[src/rtl/fg_pkg.sv]
package fg_pkg;

   typedef enum logic [2:0] {
      FG_OK      = 3'd0,
      FG_LEN     = 3'd1,
      FG_SHORT   = 3'd2,
      FG_OVERRUN = 3'd3,
      FG_CRC     = 3'd4,
      FG_CMP     = 3'd5,
      FG_TIMEOUT = 3'd6
   } fg_err_e;

   typedef enum logic [2:0] {
      S_IDLE, S_ADDR, S_COUNT, S_DATA, S_CRCH, S_CRCL, S_TAIL, S_SKIP
   } fg_state_e;

   // One byte through a MSB-first CRC-16 register
   function automatic logic [15:0] fg_crc_step(input logic [15:0] cur,
                                               input logic [7:0]  b,
                                               input logic [15:0] poly);
      logic [15:0] r;
      r = cur ^ {b, 8'h00};
      for (int i = 0; i < 8; i++)
         r = r[15] ? ((r << 1) ^ poly) : (r << 1);
      return r;
   endfunction

endpackage

[src/rtl/fg_crc.sv]
module fg_crc #(
   parameter logic [15:0] POLY = 16'h1021,
   parameter logic [15:0] INIT = 16'hFFFF
) (
   input  logic        clk,
   input  logic        rst_n,
   input  logic        clr,
   input  logic        en,
   input  logic [7:0]  din,
   output logic [15:0] crc
);
   import fg_pkg::*;

   always_ff @(posedge clk or negedge rst_n) begin
      if (!rst_n)   crc <= INIT;
      else if (clr) crc <= INIT;
      else if (en)  crc <= fg_crc_step(crc, din, POLY);
   end

endmodule

[src/rtl/fg_timer.sv]
module fg_timer #(
   parameter int LIMIT = 90000
) (
   input  logic clk,
   input  logic rst_n,
   input  logic armed,
   input  logic kick,
   output logic expire
);
   localparam int CW = (LIMIT < 2) ? 1 : $clog2(LIMIT + 1);

   generate
      if (LIMIT == 0) begin : g_off
         assign expire = 1'b0;
      end else begin : g_on
         logic [CW-1:0] cnt_q;

         assign expire = armed && !kick && (cnt_q == CW'(LIMIT - 1));

         always_ff @(posedge clk or negedge rst_n) begin
            if (!rst_n)          cnt_q <= '0;
            else if (kick)       cnt_q <= '0;
            else if (armed && !expire) cnt_q <= cnt_q + 1'b1;
         end
      end
   endgenerate

endmodule

[src/rtl/fg_seq.sv]
module fg_seq #(
   parameter int         MAX_LEN   = 32,
   parameter logic [7:0] CRIT_BASE = 8'hF0,
   parameter bit         CMP_CHECK = 1'b1
) (
   input  logic        clk,
   input  logic        rst_n,
   input  logic        start_ev,
   input  logic        stop_ev,
   input  logic        abort_ev,
   input  logic        byte_ev,
   input  logic [7:0]  byte_val,
   input  logic        expire,
   input  logic [15:0] crc_now,
   output logic        crc_clr,
   output logic        crc_en,
   output logic        armed,
   output logic        pay_valid,
   output logic [7:0]  pay_data,
   output logic        done,
   output logic [2:0]  err_code
);
   import fg_pkg::*;

   localparam int RW = $clog2(MAX_LEN + 1);

   fg_state_e     st_q;
   logic [RW-1:0] rem_q;
   logic [1:0]    seen_q;
   logic [7:0]    first_q;
   logic          crit_q;
   logic          pair_ok_q;
   logic [15:0]   rx_crc_q;
   logic          cmp_bad;
   logic          plain_byte;

   generate
      if (CMP_CHECK) begin : g_cmp
         assign cmp_bad = crit_q && !pair_ok_q;
      end else begin : g_nocmp
         assign cmp_bad = 1'b0;
      end
   endgenerate

   assign plain_byte = byte_ev && !abort_ev && !start_ev && !stop_ev;
   assign crc_clr    = start_ev && !abort_ev;
   assign crc_en     = plain_byte &&
                       (st_q == S_ADDR || st_q == S_COUNT || st_q == S_DATA);
   assign armed      = (st_q != S_IDLE) && (st_q != S_SKIP);

   always_ff @(posedge clk or negedge rst_n) begin
      if (!rst_n) begin
         st_q      <= S_IDLE;
         rem_q     <= '0;
         seen_q    <= '0;
         first_q   <= '0;
         crit_q    <= 1'b0;
         pair_ok_q <= 1'b0;
         rx_crc_q  <= '0;
         pay_valid <= 1'b0;
         pay_data  <= '0;
         done      <= 1'b0;
         err_code  <= FG_OK;
      end else begin
         pay_valid <= 1'b0;
         done      <= 1'b0;
         err_code  <= FG_OK;
         if (abort_ev) begin
            st_q <= S_IDLE;
         end else if (start_ev) begin
            st_q      <= S_ADDR;
            seen_q    <= '0;
            crit_q    <= 1'b0;
            pair_ok_q <= 1'b0;
         end else if (stop_ev) begin
            st_q <= S_IDLE;
            case (st_q)
               S_COUNT, S_DATA, S_CRCH, S_CRCL: begin
                  done     <= 1'b1;
                  err_code <= FG_SHORT;
               end
               S_TAIL: begin
                  done <= 1'b1;
                  if (rx_crc_q != crc_now) err_code <= FG_CRC;
                  else if (cmp_bad)        err_code <= FG_CMP;
                  else                     err_code <= FG_OK;
               end
               default: ;
            endcase
         end else if (byte_ev) begin
            case (st_q)
               S_ADDR: st_q <= S_COUNT;
               S_COUNT: begin
                  if (byte_val == 8'd0 || int'(byte_val) > MAX_LEN) begin
                     done     <= 1'b1;
                     err_code <= FG_LEN;
                     st_q     <= S_SKIP;
                  end else begin
                     rem_q <= byte_val[RW-1:0];
                     st_q  <= S_DATA;
                  end
               end
               S_DATA: begin
                  pay_valid <= 1'b1;
                  pay_data  <= byte_val;
                  if (seen_q == 2'd0) begin
                     first_q <= byte_val;
                     crit_q  <= (byte_val >= CRIT_BASE);
                  end
                  if (seen_q == 2'd1)
                     pair_ok_q <= (byte_val == ~first_q);
                  if (seen_q != 2'd2) seen_q <= seen_q + 2'd1;
                  rem_q <= rem_q - RW'(1);
                  if (rem_q == RW'(1)) st_q <= S_CRCH;
               end
               S_CRCH: begin
                  rx_crc_q[15:8] <= byte_val;
                  st_q           <= S_CRCL;
               end
               S_CRCL: begin
                  rx_crc_q[7:0] <= byte_val;
                  st_q          <= S_TAIL;
               end
               S_TAIL: begin
                  done     <= 1'b1;
                  err_code <= FG_OVERRUN;
                  st_q     <= S_SKIP;
               end
               default: ;
            endcase
         end else if (expire) begin
            done     <= 1'b1;
            err_code <= FG_TIMEOUT;
            st_q     <= S_IDLE;
         end
      end
   end

endmodule

[src/rtl/frame_guard.sv]
module frame_guard #(
   parameter int          MAX_LEN       = 32,
   parameter logic [7:0]  CRIT_BASE     = 8'hF0,
   parameter bit          CMP_CHECK     = 1'b1,
   parameter logic [15:0] CRC_POLY      = 16'h1021,
   parameter logic [15:0] CRC_INIT      = 16'hFFFF,
   parameter int          BYTE_CYCLES   = 9000,
   parameter int          TIMEOUT_BYTES = 10
) (
   input  logic       clk,
   input  logic       rst_n,
   input  logic       frm_start,
   input  logic       frm_stop,
   input  logic       frm_abort,
   input  logic       rx_valid,
   input  logic [7:0] rx_data,
   output logic       pay_valid,
   output logic [7:0] pay_data,
   output logic       done,
   output logic [2:0] err_code
);
   localparam int IDLE_LIMIT = BYTE_CYCLES * TIMEOUT_BYTES;

   generate
      if (MAX_LEN < 1 || MAX_LEN > 255) begin : g_bad_len
         $error("frame_guard: MAX_LEN must lie in 1..255");
      end
      if (BYTE_CYCLES < 1 || TIMEOUT_BYTES < 0) begin : g_bad_tmo
         $error("frame_guard: BYTE_CYCLES >= 1 and TIMEOUT_BYTES >= 0 required");
      end
   endgenerate

   logic        crc_clr, crc_en, armed, expire;
   logic [15:0] crc_now;

   fg_crc #(.POLY(CRC_POLY), .INIT(CRC_INIT)) u_crc (
      .clk(clk), .rst_n(rst_n), .clr(crc_clr), .en(crc_en),
      .din(rx_data), .crc(crc_now)
   );

   fg_timer #(.LIMIT(IDLE_LIMIT)) u_timer (
      .clk(clk), .rst_n(rst_n), .armed(armed),
      .kick(rx_valid || frm_start), .expire(expire)
   );

   fg_seq #(.MAX_LEN(MAX_LEN), .CRIT_BASE(CRIT_BASE), .CMP_CHECK(CMP_CHECK)) u_seq (
      .clk(clk), .rst_n(rst_n),
      .start_ev(frm_start), .stop_ev(frm_stop), .abort_ev(frm_abort),
      .byte_ev(rx_valid), .byte_val(rx_data),
      .expire(expire), .crc_now(crc_now),
      .crc_clr(crc_clr), .crc_en(crc_en), .armed(armed),
      .pay_valid(pay_valid), .pay_data(pay_data),
      .done(done), .err_code(err_code)
   );

endmodule

[config.mk]
export PLATFORM = sky130hd
export DESIGN_NAME = frame_guard
export DESIGN_NICKNAME = d
export VERILOG_FILES = /design/src/rtl/fg_pkg.sv /design/src/rtl/fg_crc.sv /design/src/rtl/fg_timer.sv /design/src/rtl/fg_seq.sv /design/src/rtl/frame_guard.sv
export SDC_FILE = /design/constraint.sdc
export NUM_CORES = 1
export LEC_CHECK = 0
export BUFFER_PORTS_ARGS = -buffer_cell sky130_fd_sc_hd__buf_2
export CAP_MARGIN = 20
export CORE_MARGIN = 8
export CORE_UTILIZATION = 30
export DETAILED_ROUTE_END_ITERATION = 6
export PLACE_DENSITY = 0.45
export SETUP_SLACK_MARGIN = 0.1
export SLEW_MARGIN = 10
export SYNTH_ARGS = -nofsm -noshare
export SYNTH_HDL_FRONTEND = slang
export SYNTH_HIERARCHICAL = 1
export SYNTH_SLANG_ARGS = --single-unit
export TNS_END_PERCENT = 10
[constraint.sdc]
create_clock -name clk -period 2.9 [get_ports clk]
set_input_delay 0.29 -clock clk [delete_from_list [all_inputs] [get_ports clk]]
set_output_delay 0.29 -clock clk [all_outputs]
set_load 0.01 [all_outputs]
==> reports/results.txt <==
Outcome = finished, final reports clean
MaxCap Viol Count = 0
Asr flop ratio synth = 1.00
Area growth syn-to-layout = 13.5%
Top delay family on crit path = simple AND/OR/NAND/NOR gates
Placement Setup Slack = 616 ps
Clock Pin Slew Worst Setup and Hold Paths = 60 ps
Hold crit path type = primary input to register
Crit path capture type = register
Cts repair resizes = 0
Non-Filler Instances = 678
P_int = 1.91 mW
Detailed Route WL = 11,300 µm
GRT overflow = 0
# rows = 46
DR WL/cell = 16.6 µm
Synthesis Warnings = 6
CTS tree = yes
DR vias/cell = 4.92
Final period util = 0.789
Initial antenna violation count = 0
Max Root-Sink Buffers = 2
RSZ-0062 raised after global routing = false
Iter 0 DRT Violations = 215
Synth cell types = 71
Port bufs = 26
Fin crit period = 2290 ps
Die Ht = 141 µm
Avg Inst Size Synth = 10.8 µm²
Placed Cells = 661
Commonest non-fill, non-tap cell in the layout = dfrtp_1
Die Wd = 141 µm
Antenna cells = 0
Flop pwr share = 0.477
Post-synthesis cell area = 4710 µm²
CTS root buffer = clkbuf_16
Setup violations, final = 0
Placer Congestion = 0.830
Number of synthesized register bits = 83
1st-pass router iterations = 4
Req. time, crit path = 3130 ps
Max_slew headroom = 0.517
Max Slew Vio Count = 0
Leakage power total = 2.34 nW
TritonCTS Buffers = 9
Die ar. = 20,000 µm²
Gr usage total = 0.120
Dpl cell area = 5060 µm²
Switching fraction of total power = 0.247
Crit start category = register
Core Area = 15,600 µm²
Switch Pwr = 0.626 mW
Largest net degree at the start of global routing = 43
Setup repair bufs after CTS = 0
Worst path buffer plus inverter count = 1
Global-route wire length before repair = 18,500 µm
Ys flop type = dfrtp_1
Top-level I/O count = 27
# DRC = 0
Worst-path maximum fanout = 14
Post-Synthesis Cells = 435
Max VDD drop = 0.000327 V
Clk_skew = 5.87 ps
Worst Tran Pin Value = 724 ps
Latest clock arrival within the worst-skew pair = 340 ps
Routed Antenna Nets = 0
Max Fclk = 0.437 GHz
Nets = 478
Worst setup margin = 613 ps
HPWL after DPL = 7910 µm
Filler instances = 1,580
Hold buffer count at CTS = 1
EDFF count, synth = 0
Layout cells sized above 1 = 0.242
Most frequent cells in the layout = dfrtp_1 (67), nand2_1 (34), nor2_1 (31), xnor2_1 (29), mux2_2 (26)
CTS Sinks = 83
Comb pwr share = 0.105
CP max stage cell = dfrtp_1
TNS Setup = 0 ps
CP max stage delay = 610 ps
Critical path type = register to register
Seq/Total Area, Yosys = 0.445
Vias in the first global route = 3,313
Vias = 3,333
Synth Net Count = 456
Clock network fraction of design power = 0.418
Htree depth = 3
Cell area after layout = 5350 µm²
Cell Pwr Density = 474 nW/µm²
Data arrival time of the critical path = 2510 ps
CP cell instances = and3b_1 > nand2_1 > inv_2 > a211o_1 > mux2_2
Initial Util = 0.302
Final hold violations = 0
[final timing paths]
| check | startpoint | endpoint | slack, ps | depth (start not counted) |
|---|---|---|---|---|
| max | u_seq/st_q[0]$_DFFE_PN0P_ | u_seq/st_q[0]$_DFFE_PN0P_ | 610 | 5 |
| min in group asynchronous | rst_n | u_timer/g_on.cnt_q[11]$_DFFE_PN0P_ | 490 | 2 |
| min reg2reg | u_seq/pay_data[2]$_DFFE_PN0P_ | u_seq/pay_data[2]$_DFFE_PN0P_ | 470 | 2 |
| max in group asynchronous | rst_n | u_crc/crc[3]$_DFFE_PN1P_ | 1710 | 3 |
| max reg2reg | u_seq/st_q[0]$_DFFE_PN0P_ | u_seq/st_q[0]$_DFFE_PN0P_ | 610 | 5 |
| min | frm_abort | u_seq/err_code[1]$_DFF_PN0_ | 190 | 2 |
[Yosys cell counts (4+ instances only)]
master    count  area (µm²)
a211o_1       9        78.8
a21oi_1      14        70.1
a31oi_1       5        31.3
and3_1        5        31.3
clkbuf_1     12        45.0
dfrtp_1      67        1680
dfstp_2      16         420
ha_1          7        87.6
inv_1        11        41.3
mux2_2       26         293
mux2i_1       4        40.0
nand2_1      34         128
nand3_1       9        45.0
nand4_1       9        56.3
nor2_1       31         116
nor2b_1      11        68.8
nor3_1       10        50.1
nor4_1        6        37.5
o211ai_1      4        30.0
o21ai_0      18        90.1
xnor2_1      29         254
xnor3_1       8         180
xor2_1       20         175
[metrics by stage]
stage	total power, mW	util	hold WS [ps]
6_report	2.54	0.343	193
5_1_grt	2.66	0.343	190
4_1_cts	2.59	0.343	169
3_5_place_dp	1.50	0.325	342
3_3_place_gp	1.50	0.325	328
2_1_floorplan	1.41	-	-5.59
[state kept, by name (all words and copies together), names as in the netlist]
name,flops
u_seq/rx_crc_q,16
u_seq/pair_ok_q,1
u_seq/err_code,3
u_seq/seen_q,2
u_seq/crit_q,1
u_seq/done,1
u_timer/g_on.cnt_q,17
u_seq/first_q,8
u_seq/rem_q,6
u_seq/pay_valid,1
u_seq/pay_data,8
u_crc/crc,16
u_seq/st_q,3
[power by group through the flow]
stage | clock [mW] | combinational, mW | sequential [mW]
final | 1.06 | 0.266 | 1.21
after global routing | 1.15 | 0.295 | 1.21
after CTS | 1.11 | 0.272 | 1.21
after detailed placement | 0 | 0.270 | 1.23
after global placement | 0 | 0.269 | 1.23
after floorplan | 0 | 0.185 | 1.22
[layout make-up]
class | count | area (µm²) | share of cell area
repair buffers | 33 | 200 | 0.0375
clock inverters | 5 | 28.8 | 0.00538
flip-flops and latches | 83 | 2100 | 0.392
inverters | 12 | 45.0 | 0.00843
clock buffers | 11 | 243 | 0.0454
well taps | 216 | 270 | 0.0506
multi-input cells | 318 | 2460 | 0.460
[worst register-to-register path, stage by stage (launching register included)]
cell	delay [ps]
dfrtp_1	610
and3b_1	390
nand2_1	320
inv_2	330
a211o_1	200
mux2_2	330
[routing by layer]
layer | global-route usage | part of all wire | wire [µm]
met1 | 0.154 | 0.46 | 5180
met2 | 0.189 | 0.48 | 5360
met3 | 0.0366 | 0.050 | 558
met4 | 0.0368 | 0.015 | 172
met5 | 0 | 0 | 0
[kinds of logic after synthesis]
logic type      synth area share
buf+inv                   0.0335
compound gates             0.104
flops                      0.445
mux                       0.0778
simple gates               0.169
xor+xnor                   0.151
fa+ha+maj                 0.0186
(Power assumes the default switching activity.)
